$ cat src/rtl/line_intc_pkg.sv
package line_intc_pkg;
  // word offsets (byte address >> 2)
  localparam int WORD_PEND     = 0;
  localparam int WORD_MASK     = 1;
  localparam int WORD_CODE_IRQ = 4;
  localparam int WORD_CODE_FIQ = 5;
  localparam int WORD_CTRL     = 6;
  localparam int WORD_LVL_BASE = 7;
  localparam int WORD_SWSET    = 39;
  // configuration word fields
  localparam int CFG_ROUTE_BIT = 0;
  localparam int CFG_SENS_BIT  = 1;
  localparam int CFG_PRIO_LSB  = 2;
  // request outputs: index 0 normal, index 1 fast
  localparam int NUM_OUT       = 2;
endpackage

$ cat src/rtl/intc_pend_bank.sv
module intc_pend_bank #(
  parameter int NLINES = 32
) (
  input  logic              clk,
  input  logic              rst,
  input  logic [NLINES-1:0] act,
  input  logic [NLINES-1:0] lvl,
  input  logic              wr_and,
  input  logic [NLINES-1:0] wr_data,
  input  logic [NLINES-1:0] sw_set,
  input  logic [NLINES-1:0] rd_clr,
  output logic [NLINES-1:0] pend
);
  logic [NLINES-1:0] in_q;
  logic [NLINES-1:0] pend_nx;

  for (genvar i = 0; i < NLINES; i++) begin : g_line
    logic arrive, sw_arrive, lvl_drop, wr_drop, clr;
    // edge line needs an inactive previous sample; level line arrives while low
    assign arrive    = act[i] & (lvl[i] | ~in_q[i]);
    assign sw_arrive = sw_set[i] & (lvl[i] | ~in_q[i]);
    assign lvl_drop  = lvl[i] & in_q[i] & ~act[i];
    assign wr_drop   = wr_and & ~wr_data[i] & ~(lvl[i] & act[i]);
    assign clr       = lvl_drop | wr_drop | rd_clr[i];
    assign pend_nx[i] = arrive | sw_arrive | (pend[i] & ~clr);
  end

  always_ff @(posedge clk) begin
    if (rst) begin
      in_q <= '0;
      pend <= '0;
    end else begin
      in_q <= act;
      pend <= pend_nx;
    end
  end
endmodule

$ cat src/rtl/intc_prio_pick.sv
module intc_prio_pick #(
  parameter int NLINES = 32,
  parameter int PRIO_W = 5,
  parameter int LIDX_W = 5
) (
  input  logic [NLINES-1:0]             elig,
  input  logic [NLINES-1:0][PRIO_W-1:0] prio,
  output logic                          any,
  output logic [LIDX_W-1:0]             win
);
  logic [PRIO_W-1:0] best;

  // ascending scan with <= lets the higher index take a tie
  always_comb begin
    best = '1;
    win  = '0;
    any  = 1'b0;
    for (int i = 0; i < NLINES; i++) begin
      if (elig[i] && (prio[i] <= best)) begin
        best = prio[i];
        win  = LIDX_W'(i);
        any  = 1'b1;
      end
    end
  end
endmodule

$ cat src/rtl/intc_out_gate.sv
module intc_out_gate #(
  parameter int LIDX_W = 5
) (
  input  logic              clk,
  input  logic              rst,
  input  logic              rearm,
  input  logic              any,
  input  logic [LIDX_W-1:0] win,
  output logic              req,
  output logic [LIDX_W-1:0] code
);
  logic armed;

  always_ff @(posedge clk) begin
    if (rst) begin
      armed <= 1'b1;
      req   <= 1'b0;
      code  <= '0;
    end else if (rearm) begin
      armed <= 1'b1;
      req   <= 1'b0;
    end else if (armed && any) begin
      armed <= 1'b0;
      req   <= 1'b1;
      code  <= win;
    end
  end
endmodule

$ cat src/rtl/line_intc.sv
module line_intc
  import line_intc_pkg::*;
#(
  parameter int NLINES = 32,
  parameter int PRIO_W = 5,
  parameter int DATA_W = 32,
  parameter int ADDR_W = 8
) (
  input  logic              clk,
  input  logic              rst,
  input  logic [NLINES-1:0] line_in_n,
  input  logic              reg_wr,
  input  logic              reg_rd,
  input  logic [ADDR_W-1:0] reg_addr,
  input  logic [DATA_W-1:0] reg_wdata,
  output logic [DATA_W-1:0] reg_rdata,
  output logic              irq_req,
  output logic              fiq_req
);
  localparam int LIDX_W = $clog2(NLINES);
  localparam int WORD_W = ADDR_W - 2;

  logic [WORD_W-1:0] word;
  logic [NLINES-1:0] act_w, pend_w, mask_q, lvl_q, fiq_sel_q;
  logic [NLINES-1:0][PRIO_W-1:0] prio_q;
  logic [NLINES-1:0] sw_vec, rd_clr, wr_low;
  logic              pend_we, mask_we, lvl_rng;
  logic [LIDX_W-1:0] lvl_idx;
  logic [NUM_OUT-1:0]              any_w, req_w, rearm_w;
  logic [NUM_OUT-1:0][LIDX_W-1:0]  win_w, code_w;
  logic [NUM_OUT-1:0][NLINES-1:0]  elig_w;
  logic [LIDX_W-1:0] irq_code_w, fiq_code_w;

  assign word    = reg_addr[ADDR_W-1:2];
  assign act_w   = ~line_in_n;
  assign pend_we = reg_wr && (word == WORD_W'(WORD_PEND));
  assign mask_we = reg_wr && (word == WORD_W'(WORD_MASK));
  assign lvl_rng = (word >= WORD_W'(WORD_LVL_BASE)) &&
                   (word <  WORD_W'(WORD_LVL_BASE + NLINES));
  assign lvl_idx = LIDX_W'(word - WORD_W'(WORD_LVL_BASE));
  assign wr_low  = reg_wdata[NLINES-1:0];

  // software set: isolate lowest set bit
  always_comb begin
    sw_vec = '0;
    if (reg_wr && (word == WORD_W'(WORD_SWSET)))
      sw_vec = wr_low & (~wr_low + 1'b1);
  end

  // source-code read consumes an edge line
  always_comb begin
    rd_clr = '0;
    for (int c = 0; c < NUM_OUT; c++) begin
      if (reg_rd && (word == WORD_W'(WORD_CODE_IRQ + c)))
        rd_clr[code_w[c]] = ~lvl_q[code_w[c]];
    end
  end

  // configuration and mask registers
  always_ff @(posedge clk) begin
    if (rst) begin
      prio_q    <= '0;
      lvl_q     <= '0;
      fiq_sel_q <= '0;
      mask_q    <= '1;
    end else begin
      if (mask_we)
        mask_q <= wr_low;
      for (int i = 0; i < NLINES; i++) begin
        if (reg_wr && (word == WORD_W'(WORD_LVL_BASE + i))) begin
          prio_q[i]    <= reg_wdata[CFG_PRIO_LSB +: PRIO_W];
          lvl_q[i]     <= reg_wdata[CFG_SENS_BIT];
          fiq_sel_q[i] <= reg_wdata[CFG_ROUTE_BIT];
        end
      end
    end
  end

  intc_pend_bank #(.NLINES(NLINES)) u_bank (
    .clk     (clk),
    .rst     (rst),
    .act     (act_w),
    .lvl     (lvl_q),
    .wr_and  (pend_we),
    .wr_data (wr_low),
    .sw_set  (sw_vec),
    .rd_clr  (rd_clr),
    .pend    (pend_w)
  );

  for (genvar c = 0; c < NUM_OUT; c++) begin : g_out
    if (c == 0) begin : g_route
      assign elig_w[c] = pend_w & ~mask_q & ~fiq_sel_q;
    end else begin : g_route
      assign elig_w[c] = pend_w & ~mask_q & fiq_sel_q;
    end
    assign rearm_w[c] = reg_wr && (word == WORD_W'(WORD_CTRL)) && reg_wdata[c];

    intc_prio_pick #(.NLINES(NLINES), .PRIO_W(PRIO_W), .LIDX_W(LIDX_W)) u_pick (
      .elig (elig_w[c]),
      .prio (prio_q),
      .any  (any_w[c]),
      .win  (win_w[c])
    );

    intc_out_gate #(.LIDX_W(LIDX_W)) u_gate (
      .clk   (clk),
      .rst   (rst),
      .rearm (rearm_w[c]),
      .any   (any_w[c]),
      .win   (win_w[c]),
      .req   (req_w[c]),
      .code  (code_w[c])
    );
  end

  assign irq_req    = req_w[0];
  assign fiq_req    = req_w[1];
  assign irq_code_w = code_w[0];
  assign fiq_code_w = code_w[1];

  // registered read port
  always_ff @(posedge clk) begin
    if (rst) begin
      reg_rdata <= '0;
    end else if (reg_rd) begin
      if (word == WORD_W'(WORD_PEND))
        reg_rdata <= DATA_W'(pend_w);
      else if (word == WORD_W'(WORD_MASK))
        reg_rdata <= DATA_W'(mask_q);
      else if (word == WORD_W'(WORD_CODE_IRQ))
        reg_rdata <= DATA_W'(code_w[0]);
      else if (word == WORD_W'(WORD_CODE_FIQ))
        reg_rdata <= DATA_W'(code_w[1]);
      else if (lvl_rng)
        reg_rdata <= DATA_W'({prio_q[lvl_idx], lvl_q[lvl_idx], fiq_sel_q[lvl_idx]});
      else
        reg_rdata <= '0;
    end else begin
      reg_rdata <= '0;
    end
  end
endmodule

$ cat config.mk
export PLATFORM = sky130hd
export DESIGN_NAME = line_intc
export DESIGN_NICKNAME = d
export VERILOG_FILES = /design/src/rtl/line_intc_pkg.sv /design/src/rtl/intc_pend_bank.sv /design/src/rtl/intc_prio_pick.sv /design/src/rtl/intc_out_gate.sv /design/src/rtl/line_intc.sv
export SDC_FILE = /design/constraint.sdc
export NUM_CORES = 2
export LEC_CHECK = 0
export ABC_AREA = 1
export BUFFER_PORTS_ARGS = -buffer_cell sky130_fd_sc_hd__buf_2
export CAP_MARGIN = 20
export CORE_MARGIN = 3
export CORE_UTILIZATION = 55
export CTS_CLUSTER_SIZE = 25
export DETAILED_ROUTE_END_ITERATION = 10
export PLACE_DENSITY = 0.78
export SYNTH_ARGS = -nofsm -noshare
export SYNTH_HDL_FRONTEND = slang
export SYNTH_SLANG_ARGS = --single-unit
$ cat constraint.sdc
create_clock -name clk -period 36.7 [get_ports clk]
set_input_delay 7.34 -clock clk [delete_from_list [all_inputs] [get_ports clk]]
set_output_delay 7.34 -clock clk [all_outputs]
set_load 0.02 [all_outputs]
==> impl_metrics.json <==
{
  "holdPathStages": 2,
  "clk_path_buf_depth": 3,
  "port_buffers": 107,
  "fin_nets": 5691,
  "die_area_um2": 58700,
  "rows": 85,
  "setup_viol": 14,
  "clk_pin_slew_ns": 0.07,
  "ys_seq_area_frac": 0.239,
  "rsz0062_at_grt": "yes",
  "drt_iter0_markers": 5016,
  "synth-main-ff-cell": "dfxtp_1",
  "syn_to_final_growth_pct": 30.3,
  "initial_core_util": 0.563,
  "cts_tree": "built",
  "min_period_over_period": 1.05,
  "grt_usage": 0.377,
  "dp_cells": 5905,
  "postSynthCellCount": 4793,
  "max-vdd-ir-drop_uv": 44.9,
  "synth_top_cell_by_area": "dfxtp_1",
  "synth_top_family_by_area": "simple AND/OR/NAND/NOR gates",
  "vias_per_cell": 6.21,
  "hpwl_um": 83600,
  "async_reset_ff_frac": 0,
  "synth-adder-area-share": 0.104,
  "routabilityCongestion": 0.998,
  "fill_cells": 4088,
  "h-tree-depth": 2,
  "worstPathRequired_ns": 37.16,
  "setup.worst_path.start_class": "flop",
  "slew_headroom": 0.200,
  "overflow": 0,
  "violations": "setup timing",
  "worst_clock_skew_ns": 0.0300,
  "yosys.area_share.simple": 0.301,
  "die_width_um": 242,
  "synth-edff-count": 0,
  "worst_path_max_delay_cell": "ha_1",
  "finalCriticalPeriod_ns": 38.47,
  "clock_insertion_delay_worst_skew_ns": 0.58,
  "grt_pass1_vias": 33518,
  "synthMuxAreaShare": 0,
  "synth_area_leaders": "dfxtp_1, nand2_1, o21ai_0",
  "dr_total_vias": 38097,
  "dr.pass1.iters": 9,
  "drc_errors": 0,
  "r2r_cells": 343,
  "synth_compound_area_frac": 0.238,
  "post_drt_wl_per_cell_um": 20.5,
  "cp-end-kind": "flop",
  "hp-start": "mask_q[24]$_SDFFE_PP1P_",
  "grt_first_pass_wirelength_um": 180000,
  "fmax_mhz": 26.0,
  "reg2reg_from": "mask_q[0]$_SDFFE_PP1P_",
  "drive_above_1_share": 0.284,
  "reg2reg_slack_ns": -1.77,
  "cpPeakStageDelay_ns": 0.36,
  "status": "finished with violations",
  "ys_types": 58,
  "stdcell_count": 6130,
  "antenna_found_initial": 3,
  "die_y_um": 242,
  "p_leak_nw": 19.1,
  "clockRootBuffer": "clkbuf_16",
  "cp_common_cell": "nand2_1",
  "cp_max_fo": 8,
  "min_path_type": "reg2reg",
  "antenna_left": 0,
  "synth_xor_area_frac": 0.000571,
  "whs_endpoint": "reg_rdata[24]$_SDFF_PP0_",
  "syn_area_um2": 30700,
  "final_max_slew_viol_count": 0,
  "arrival_ns": 38.93,
  "avgSynthCellArea_um2": 6.40,
  "ioPinCount": 110,
  "core-area_um2": 54600,
  "dpl_cell_area_um2": 34700,
  "tightest_slew_ns": 1.20,
  "r2r-end": "g_out[1].u_gate.code[4]$_SDFFE_PP0P_",
  "maxCapViolCount": 0,
  "synth_top_area_share": 0.239,
  "synth_nets": 5125,
  "synth_seq_cells": 366,
  "routed_wl_um": 125000,
  "yosysWarnings": 0,
  "setup_slack_ns": -1.77,
  "crit_type": "reg2reg",
  "cts_buffers": 40,
  "fin_area_um2": 40000,
  "grt_max_degree": 144,
  "clock-sinks": 366,
  "powerDensity_nw_per_um2": 24.4,
  "hold_viol": 0
}
## flip-flops by register name (all words and copies together) (netlist names)
| signal | cells |
|---|---|
| g_out.u_gate.armed | 2 |
| prio_q | 160 |
| u_bank.pend | 32 |
| reg_rdata | 32 |
| g_out.u_gate.code | 10 |
| g_out.u_gate.req | 2 |
| fiq_sel_q | 32 |
| u_bank.in_q | 32 |
| mask_q | 32 |
| lvl_q | 32 |
## placed cells by master, fill, tap and decap left out, types with 8 or more instances in the layout
cell type,Yosys,layout
dfxtp_1,366,363
buf_6,20,15
nand2_4,9,79
inv_1,552,514
nand4_1,158,158
nand3_1,348,340
a221oi_1,26,13
buf_4,14,635
nor3_1,29,27
and3_4,0,17
o2111ai_1,13,12
ha_1,256,189
ha_4,0,66
nor2_2,1,31
o22ai_1,37,36
o221ai_1,12,11
o21ai_1,4,48
nand3b_1,25,25
o21ai_2,16,96
o21ai_4,0,25
nor2_1,327,273
a21oi_1,484,438
o21ai_0,666,517
a21oi_2,0,45
nand2_1,897,773
nand2_2,147,198
a22o_1,10,10
buf_2,9,106
inv_2,13,44
nor2_4,1,25
a221oi_2,0,12
a221o_1,10,10
nand3_2,17,26
a21o_1,11,11
nor4_1,10,10
clkbuf_16,0,40
a22oi_1,14,14
o31ai_1,12,12
clkinv_1,10,8
## per-stage QoR
stage | setup slack (ns) | util | power, mW | setup TNS (ns) | hold slack, ns
after global placement | -1.88 | 0.636 | 0.536 | -22.19 | 0.468
after global routing | -4.33 | 0.733 | 0.997 | -57.47 | 0.497
final | -1.77 | 0.733 | 0.976 | -19.09 | 0.478
after CTS | -0.0944 | 0.692 | 0.960 | -0.718 | 0.469
after floorplan | 0.0107 | - | 0.487 | 0 | 0.445
after detailed placement | -2.46 | 0.636 | 0.538 | -31.29 | 0.472
## kinds of logic after synthesis
family | Yosys count
simple gates | 2007
compound gates | 1345
buf+inv | 817
flops | 366
fa+ha+maj | 256
xor+xnor | 2
## critical path: cells and delay by family (launching register included)
kind / cells / cell delay [ns]
buffers and inverters: 66 / 4.19
adder cells (fa/ha/maj): 31 / 8.71
AND/OR/NAND/NOR: 191 / 16.78
flip-flops: 1 / 0.32
AO/OA/AOI/OAI: 55 / 8.22
## what timing repair did
item	CTS	global route
pin swaps	133	186
setup buffers	69	69
gates resized for setup	316	341
endpoints found under the setup margin	14	14
gates cloned	4	0
hold buffers	0	0
## worst max path at each step
| stage | from | slack [ns] | depth (start not counted) | end |
|---|---|---|---|---|
| after floorplan | u_bank.pend[0]$_SDFF_PP0_ | 0.01 | 361 | g_out[0].u_gate.code[4]$_SDFFE_PP0P_ |
| after global placement | u_bank.pend[0]$_SDFF_PP0_ | -1.88 | 329 | g_out[0].u_gate.code[4]$_SDFFE_PP0P_ |
| after global routing | mask_q[0]$_SDFFE_PP1P_ | -4.33 | 351 | g_out[1].u_gate.code[4]$_SDFFE_PP0P_ |
| final | mask_q[0]$_SDFFE_PP1P_ | -1.77 | 343 | g_out[1].u_gate.code[4]$_SDFFE_PP0P_ |
| after CTS | mask_q[0]$_SDFFE_PP1P_ | -0.09 | 340 | g_out[0].u_gate.code[4]$_SDFFE_PP0P_ |
| after detailed placement | u_bank.pend[0]$_SDFF_PP0_ | -2.46 | 327 | g_out[0].u_gate.code[4]$_SDFFE_PP0P_ |
## per-layer routing
layer	share of wire	wire (µm)	track usage
met3	0.12	15300	0.0767
met5	0	0	0
met2	0.43	54300	0.597
met1	0.38	48300	0.502
met4	0.060	7560	0.155
## cells in the mapped netlist, types with 4 or more instances
master           instances
inv_1                  552
a22o_1                  10
nand2_4                  9
nand2_2                147
clkbuf_1               155
a221oi_1                26
ha_1                   256
a21o_1                  11
o21ai_0                666
inv_2                   13
o22ai_1                 37
nand3_2                 17
nor4_1                  10
and2_1                   5
o221ai_1                12
o211ai_1                 6
buf_2                    9
o21ai_2                 16
nand3_1                348
nand2_1                897
a21oi_1                484
nor2_1                 327
o2111ai_1               13
a22oi_1                 14
and3_1                  18
clkbuf_8                22
buf_1                    4
clkinv_1                10
o311ai_0                 4
nand3b_1                25
a32o_1                   4
nand3_4                  4
o21a_1                   5
clkdlybuf4s18_2         13
nand4_1                158
buf_4                   14
o21ai_1                  4
o31ai_1                 12
a31oi_1                  6
a221o_1                 10
buf_6                   20
nor3_1                  29
nor3b_1                  5
dfxtp_1                366
## where the power goes
part           switching (mW)  leakage, nW  internal (mW)  total, mW
sequential            0.00916         2.97          0.405      0.414
combinational          0.0885         15.4         0.0433      0.132
clock                   0.186        0.651          0.244      0.430
total                   0.284         19.1          0.692      0.976
## cell type report
type                       instances  area (µm²)  share of cell area
sequential                       366        7330               0.183
clock inverter                    20         259             0.00648
multi-input combinational       3614       22600               0.565
inverter                         577        2210              0.0552
tap                              739         925              0.0231
antenna                            3        7.51            0.000188
clock buffer                      51        1100              0.0276
timing repair buffer             760        5550               0.139
(Power assumes the default switching activity.)
